--- src/rtl/pcmp_pkg.sv ---
`timescale 1ns/1ps
package pcmp_pkg;
  localparam int DATA_W  = 32;
  localparam int DIR_BIT = 31;
  localparam int EN_BIT  = 0;
  localparam int TRG_LSB = 8;
  localparam int MAX_LSB = 16;

  typedef enum logic [1:0] {
    REG_VAL_LIVE    = 2'd0,
    REG_VAL_SHADOW  = 2'd1,
    REG_MODE_LIVE   = 2'd2,
    REG_MODE_SHADOW = 2'd3
  } reg_sel_e;
endpackage

--- src/rtl/pcmp_shadow.sv ---
`timescale 1ns/1ps
// Live register with a shadow copy that moves in at the period boundary.
module pcmp_shadow #(
  parameter int W = 8
) (
  input  logic         clk,
  input  logic         rst_n,
  input  logic         swap_i,
  input  logic         we_live_i,
  input  logic         we_shadow_i,
  input  logic [W-1:0] wdata_i,
  output logic [W-1:0] live_o
);
  logic [W-1:0] live_q;
  logic [W-1:0] shadow_q;
  logic         pend_q;

  always_ff @(posedge clk) begin
    if (!rst_n) begin
      live_q   <= '0;
      shadow_q <= '0;
      pend_q   <= 1'b0;
    end else begin
      // direct write beats a boundary copy
      if (we_live_i)
        live_q <= wdata_i;
      else if (swap_i && pend_q)
        live_q <= shadow_q;

      if (we_shadow_i) begin
        shadow_q <= wdata_i;
        pend_q   <= 1'b1;
      end else if (swap_i) begin
        pend_q   <= 1'b0;
      end
    end
  end

  assign live_o = live_q;
endmodule

--- src/rtl/pcmp_unit.sv ---
`timescale 1ns/1ps
module pcmp_unit
  import pcmp_pkg::*;
#(
  parameter int CNT_W = 16,
  parameter int PER_W = 4
) (
  input  logic             clk,
  input  logic             rst_n,
  input  logic [CNT_W-1:0] cnt_i,
  input  logic             cnt_down_i,
  input  logic             center_i,
  input  logic             eop_i,
  input  logic             fault_i,
  input  logic [3:0]       wsel_i,
  input  logic [CNT_W:0]   val_word_i,
  input  logic [2*PER_W:0] mode_word_i,
  output logic             hit_o
);
  localparam int VW = CNT_W + 1;
  localparam int MW = 2 * PER_W + 1;

  logic [VW-1:0]    val_live;
  logic [MW-1:0]    mode_live;
  logic [CNT_W-1:0] cmp_val;
  logic             dir_sel;
  logic             unit_en;
  logic [PER_W-1:0] trg_val;
  logic [PER_W-1:0] per_max;
  logic [PER_W-1:0] per_cnt_q;
  logic             cond;
  logic             cond_q;
  logic             hit_q;

  pcmp_shadow #(.W(VW)) u_val (
    .clk         (clk),
    .rst_n       (rst_n),
    .swap_i      (eop_i),
    .we_live_i   (wsel_i[int'(REG_VAL_LIVE)]),
    .we_shadow_i (wsel_i[int'(REG_VAL_SHADOW)]),
    .wdata_i     (val_word_i),
    .live_o      (val_live)
  );

  pcmp_shadow #(.W(MW)) u_mode (
    .clk         (clk),
    .rst_n       (rst_n),
    .swap_i      (eop_i),
    .we_live_i   (wsel_i[int'(REG_MODE_LIVE)]),
    .we_shadow_i (wsel_i[int'(REG_MODE_SHADOW)]),
    .wdata_i     (mode_word_i),
    .live_o      (mode_live)
  );

  assign cmp_val = val_live[CNT_W-1:0];
  assign dir_sel = val_live[CNT_W];
  assign unit_en = mode_live[0];
  assign trg_val = mode_live[PER_W:1];
  assign per_max = mode_live[2*PER_W:PER_W+1];

  // period-skip counter
  always_ff @(posedge clk) begin
    if (!rst_n || !unit_en)
      per_cnt_q <= '0;
    else if (eop_i)
      per_cnt_q <= (per_cnt_q >= per_max) ? '0 : per_cnt_q + 1'b1;
  end

  always_comb begin
    cond = unit_en && !fault_i && (per_cnt_q == trg_val) && (cnt_i == cmp_val);
    if (center_i && (cnt_down_i != dir_sel))
      cond = 1'b0;
  end

  // one pulse per crossing
  always_ff @(posedge clk) begin
    if (!rst_n) begin
      cond_q <= 1'b0;
      hit_q  <= 1'b0;
    end else begin
      cond_q <= cond;
      hit_q  <= cond && !cond_q;
    end
  end

  assign hit_o = hit_q;
endmodule

--- src/rtl/pcmp_status.sv ---
`timescale 1ns/1ps
module pcmp_status #(
  parameter int N = 8
) (
  input  logic         clk,
  input  logic         rst_n,
  input  logic [N-1:0] set_i,
  input  logic [N-1:0] clr_i,
  output logic [N-1:0] status_o
);
  logic [N-1:0] flag_q;

  always_ff @(posedge clk) begin
    if (!rst_n)
      flag_q <= '0;
    else
      flag_q <= (flag_q & ~clr_i) | set_i;
  end

  assign status_o = flag_q;
endmodule

--- src/rtl/pcmp_bank.sv ---
`timescale 1ns/1ps
module pcmp_bank
  import pcmp_pkg::*;
#(
  parameter int N_UNITS = 8,
  parameter int CNT_W   = 16,
  parameter int PER_W   = 4,
  localparam int UIW    = (N_UNITS > 1) ? $clog2(N_UNITS) : 1,
  localparam int AW     = UIW + 3
) (
  input  logic              clk,
  input  logic              rst_n,
  input  logic [CNT_W-1:0]  cnt_i,
  input  logic              cnt_down_i,
  input  logic              center_i,
  input  logic              eop_i,
  input  logic              fault_i,
  input  logic              wr_en_i,
  input  logic [AW-1:0]     wr_addr_i,
  input  logic [DATA_W-1:0] wr_data_i,
  output logic [N_UNITS-1:0] match_o,
  output logic [N_UNITS-1:0] status_o
);
  logic [CNT_W:0]       val_word;
  logic [2*PER_W:0]     mode_word;
  logic                 unit_space;
  logic [UIW-1:0]       unit_idx;
  logic [N_UNITS-1:0]   hits;
  logic [N_UNITS-1:0]   clr_vec;
  logic                 unused_wdata;

  assign val_word   = {wr_data_i[DIR_BIT], wr_data_i[CNT_W-1:0]};
  assign mode_word  = {wr_data_i[MAX_LSB +: PER_W], wr_data_i[TRG_LSB +: PER_W],
                       wr_data_i[EN_BIT]};
  assign unit_space = wr_en_i && !wr_addr_i[AW-1];
  assign unit_idx   = wr_addr_i[2 +: UIW];
  assign clr_vec    = (wr_en_i && wr_addr_i[AW-1]) ? wr_data_i[N_UNITS-1:0] : '0;
  assign unused_wdata = ^wr_data_i;

  for (genvar u = 0; u < N_UNITS; u++) begin : g_unit
    logic [3:0] wsel;
    assign wsel = (unit_space && (unit_idx == UIW'(u))) ? (4'b0001 << wr_addr_i[1:0]) : 4'b0000;

    pcmp_unit #(.CNT_W(CNT_W), .PER_W(PER_W)) u_unit (
      .clk         (clk),
      .rst_n       (rst_n),
      .cnt_i       (cnt_i),
      .cnt_down_i  (cnt_down_i),
      .center_i    (center_i),
      .eop_i       (eop_i),
      .fault_i     (fault_i),
      .wsel_i      (wsel),
      .val_word_i  (val_word),
      .mode_word_i (mode_word),
      .hit_o       (hits[u])
    );
  end

  pcmp_status #(.N(N_UNITS)) u_status (
    .clk      (clk),
    .rst_n    (rst_n),
    .set_i    (hits),
    .clr_i    (clr_vec),
    .status_o (status_o)
  );

  assign match_o = hits;
endmodule

--- config.mk ---
export PLATFORM = sky130hd
export DESIGN_NAME = pcmp_bank
export DESIGN_NICKNAME = d
export VERILOG_FILES = /design/src/rtl/pcmp_pkg.sv /design/src/rtl/pcmp_shadow.sv /design/src/rtl/pcmp_unit.sv /design/src/rtl/pcmp_status.sv /design/src/rtl/pcmp_bank.sv
export SDC_FILE = /design/constraint.sdc
export NUM_CORES = 1
export LEC_CHECK = 0
export BUFFER_PORTS_ARGS = -buffer_cell sky130_fd_sc_hd__buf_2
export CORE_MARGIN = 8
export CORE_UTILIZATION = 63
export CTS_CLUSTER_DIAMETER = 150
export DETAILED_ROUTE_END_ITERATION = 16
export PLACE_DENSITY = 0.81
export SLEW_MARGIN = 20
export SYNTH_ARGS = -nofsm -noshare
export SYNTH_HDL_FRONTEND = slang
export SYNTH_SLANG_ARGS = --single-unit
--- constraint.sdc ---
create_clock -name clk -period 1.95 [get_ports clk]
set_input_delay 0.195 -clock clk [delete_from_list [all_inputs] [get_ports clk]]
set_output_delay 0.195 -clock clk [all_outputs]
set_load 0.005 [all_outputs]
==> impl_metrics.tcl <==
set metrics [dict create \
    status "complete, no violations" \
    vdd_ir_drop_max_uv 709 \
    p_switching_mw 4.82 \
    cap_violations 0 \
    worstRegToRegCells 6 \
    ant_nets 0 \
    worst_slew_pin_slew_ns 0.731 \
    drive_gt1_frac 0.107 \
    grt_pass1_wl_um 103000 \
    synth_warnings 0 \
    dp.cells 3065 \
    power_frac_comb 0.064 \
    slew_violations 0 \
    dp_slack_ns -0.0107 \
    gp_congestion 0.838 \
    p_leak_nw 11.8 \
    fp.coreArea_sq_mm 0.0372 \
    clk_pin_slew_worst_paths_ns 0.06 \
    clock_path_buffers 3 \
    syn_nets 2774 \
    grt.overflow.total 0 \
    io_buffers 65 \
    topRoutingLayerUsed "met4" \
    synth-seq-area-share 0.414 \
    die_y_um 209 \
    hpwl_um 40100 \
    met1Wirelength_um 26000 \
    seqPwrFrac 0.485 \
    holdPathStages 3 \
    cts_tree "yes" \
    synth_edf_count 0 \
    yosysTopAreaCellShare 0.414 \
    yosysTopAreaCell "dfxtp_1" \
    synthFlopType "dfxtp_1" \
    wirelength_um 65500 \
    clockPowerShare 0.452 \
    skew_ns 0.0143 \
    p_int_mw 15.9 \
    initial_core_util 0.634 \
    cts_sinks 488 \
    rows 71 \
    setup_ws_ns 0.176 \
    regToRegSetupSlack_ns 0.18 \
    die_area_sq_mm 0.0439 \
    synth_area_per_cell_sq_um 8.82 \
    fmax_mhz 564 \
    ys_ff_latch 488 \
    hold_violations 0 \
    arrival_ns 2.29 \
    hold_slack_ns 0.0582 \
    h-tree-depth 2 \
    finalCritPeriodShare 0.910 \
    grt_setup_unrepaired "no" \
    cts_root_buf "clkbuf_16" \
    multiInputGateArea_sq_mm 0.0125 \
    drt_iter0_drc 2077 \
    dr.pass1.iters 6 \
    critPathKind "register to register" \
    synth.most_common_cell "dfxtp_1" \
    register_area_sq_mm 0.00977 \
    synth.distinct_cells 47 \
    via_per_inst 6.21 \
    relSlewSlack 0.513 \
    grt_start_max_net_pins 177 \
    dr_wl_met2_um 30300 \
    synthCells 2673 \
    period_needed_ns 1.77 \
    stdcell_count 3147 \
    die_x_um 209 \
    grt_usage 0.290 \
    power.density_mw_per_mm2 800 \
    met3_length_um 4950 \
    setup_viol 0 \
    antenna_found_initial 0 \
    dr_total_vias 19600 \
    wl_per_cell_um 20.8 \
    switching_share 0.232 \
    ys_top_cells_by_area "dfxtp_1, nand3_1, o211a_1, nand2_1, xnor2_1" \
    worst_setup_path_end_kind "register" \
    hp-class "primary input to register" \
    crit_fanout 5 \
    drt_drc_violations_left 0 \
    syn2layout_area_growth_pct 9.94 \
    clock_latency_ns 0.60 \
    cts-buffers-inserted 50 \
    fin_nets 2745 \
    yosys-top-cells-count "dfxtp_1, nand3_1, nand2_1, o211a_1, xnor2_1" \
    cts_setup_buffers 0 \
    cp-start-kind "register" \
    required_ns 2.47 \
    ios 77 \
    first_global_vias 19200 \
    fillCellCount 2791 \
    async_flop_share 0 \
    syn_area_sq_mm 0.0236 \
]
==> what timing repair did <==
item	CTS	global route
resized for setup	0	2
hold buffers	1	0
endpoints found under the setup margin	0	8
hold endpoints to repair	1	0
==> metal layers <==
metal | vias up | GRT usage
met2 | 791 | 0.473
met4 | 0 | 0.186
met5 | - | 0
li1 | 9155 | -
met3 | 222 | 0.0473
met1 | 9389 | 0.352
==> layout make-up <==
cell class,instances,area share
Multi-Input combinational cell,1898,0.483
Sequential cell,488,0.377
Clock buffer,72,0.0570
Timing Repair Buffer,171,0.0513
Tap cell,474,0.0229
Inverter,35,0.00507
Clock inverter,8,0.00347
Antenna cell,1,0.0000965
==> per-stage QoR <==
step,power [mW],area [sq um],setup TNS [ns],util
floorplan,11.0,23600,0,-
global placement,11.5,24300,0,0.654
detailed placement,11.6,24300,-0.0176,0.654
CTS,20.8,25900,0,0.696
global route,21.3,25900,0,0.696
finish,20.7,25900,0,0.697
==> critical path: stages, from the launching register on <==
cell	delay, ns
dfxtp_1	0.41
inv_1	0.10
ha_1	0.31
nand2b_1	0.19
a211oi_2	0.35
o221ai_1	0.18
a21oi_1	0.16
==> final timing paths <==
path | start | to
hold / removal | wr_data_i[3] | g_unit[6].u_unit.u_val.shadow_q[3]
setup / recovery | g_unit[0].u_unit.per_cnt_q[0] | g_unit[0].u_unit.per_cnt_q[3]
hold reg to reg | g_unit[2].u_unit.cond_q | g_unit[2].u_unit.hit_o
setup reg to reg | g_unit[0].u_unit.per_cnt_q[0] | g_unit[0].u_unit.per_cnt_q[3]
==> power groups by stage <==
| stage | clock (mW) | combinational (mW) | sequential, mW |
|---|---|---|---|
| 6_report | 9.36 | 1.32 | 10.1 |
| 5_1_grt | 9.85 | 1.37 | 10.1 |
| 4_1_cts | 9.44 | 1.29 | 10.1 |
| 3_5_place_dp | 0 | 1.28 | 10.3 |
| 3_3_place_gp | 0 | 1.26 | 10.3 |
| 2_1_floorplan | 0 | 0.785 | 10.3 |
==> cells by family (layout without fill, tap and decap cells) <==
logic type | count (synthesis) | after routing | synth area share
other | 0 | 1 | 0
AOI/OAI and AO/OA | 370 | 370 | 0.136
DFF | 488 | 488 | 0.414
buffers and inverters | 287 | 286 | 0.0552
xor gates and xnor gates | 183 | 183 | 0.0680
adders and majority gates | 40 | 40 | 0.0212
and+or+nand+nor | 1176 | 1176 | 0.251
muxes | 129 | 129 | 0.0548
==> registers in the layout, indices dropped and copies added, names as in the netlist <==
register and flops:
g_unit.u_unit.u_val.live_o 136, g_unit.u_unit.u_mode.shadow_q 72, g_unit.u_unit.u_mode.pend_q 8, g_unit.u_unit.hit_o 8
g_unit.u_unit.per_cnt_q 32, g_unit.u_unit.u_val.shadow_q 136, g_unit.u_unit.u_mode.live_o 72, u_status.status_o 8
g_unit.u_unit.u_val.pend_q 8, g_unit.u_unit.cond_q 8
==> layout by cell type (no fill, tap or decap), drive strengths merged, types with 5 or more instances in the layout <==
cell type and count:
nor2 29, nor4 11, buf 169, ha 40, clkbuf 73, dfxtp 488
a21oi 31, or4 8, a21boi 97, and3 5, xnor2 153, nor4b 5
nor3b 6, mux2i 128, and2 12, a21o 5, nand4 41, clkinv 6
nand2b 30, o21ai 12, nand2 417, nor2b 139, inv 35, xor2 30
o211a 208, nand3 461
No activity file was read; power rests on OpenSTA's default activity.
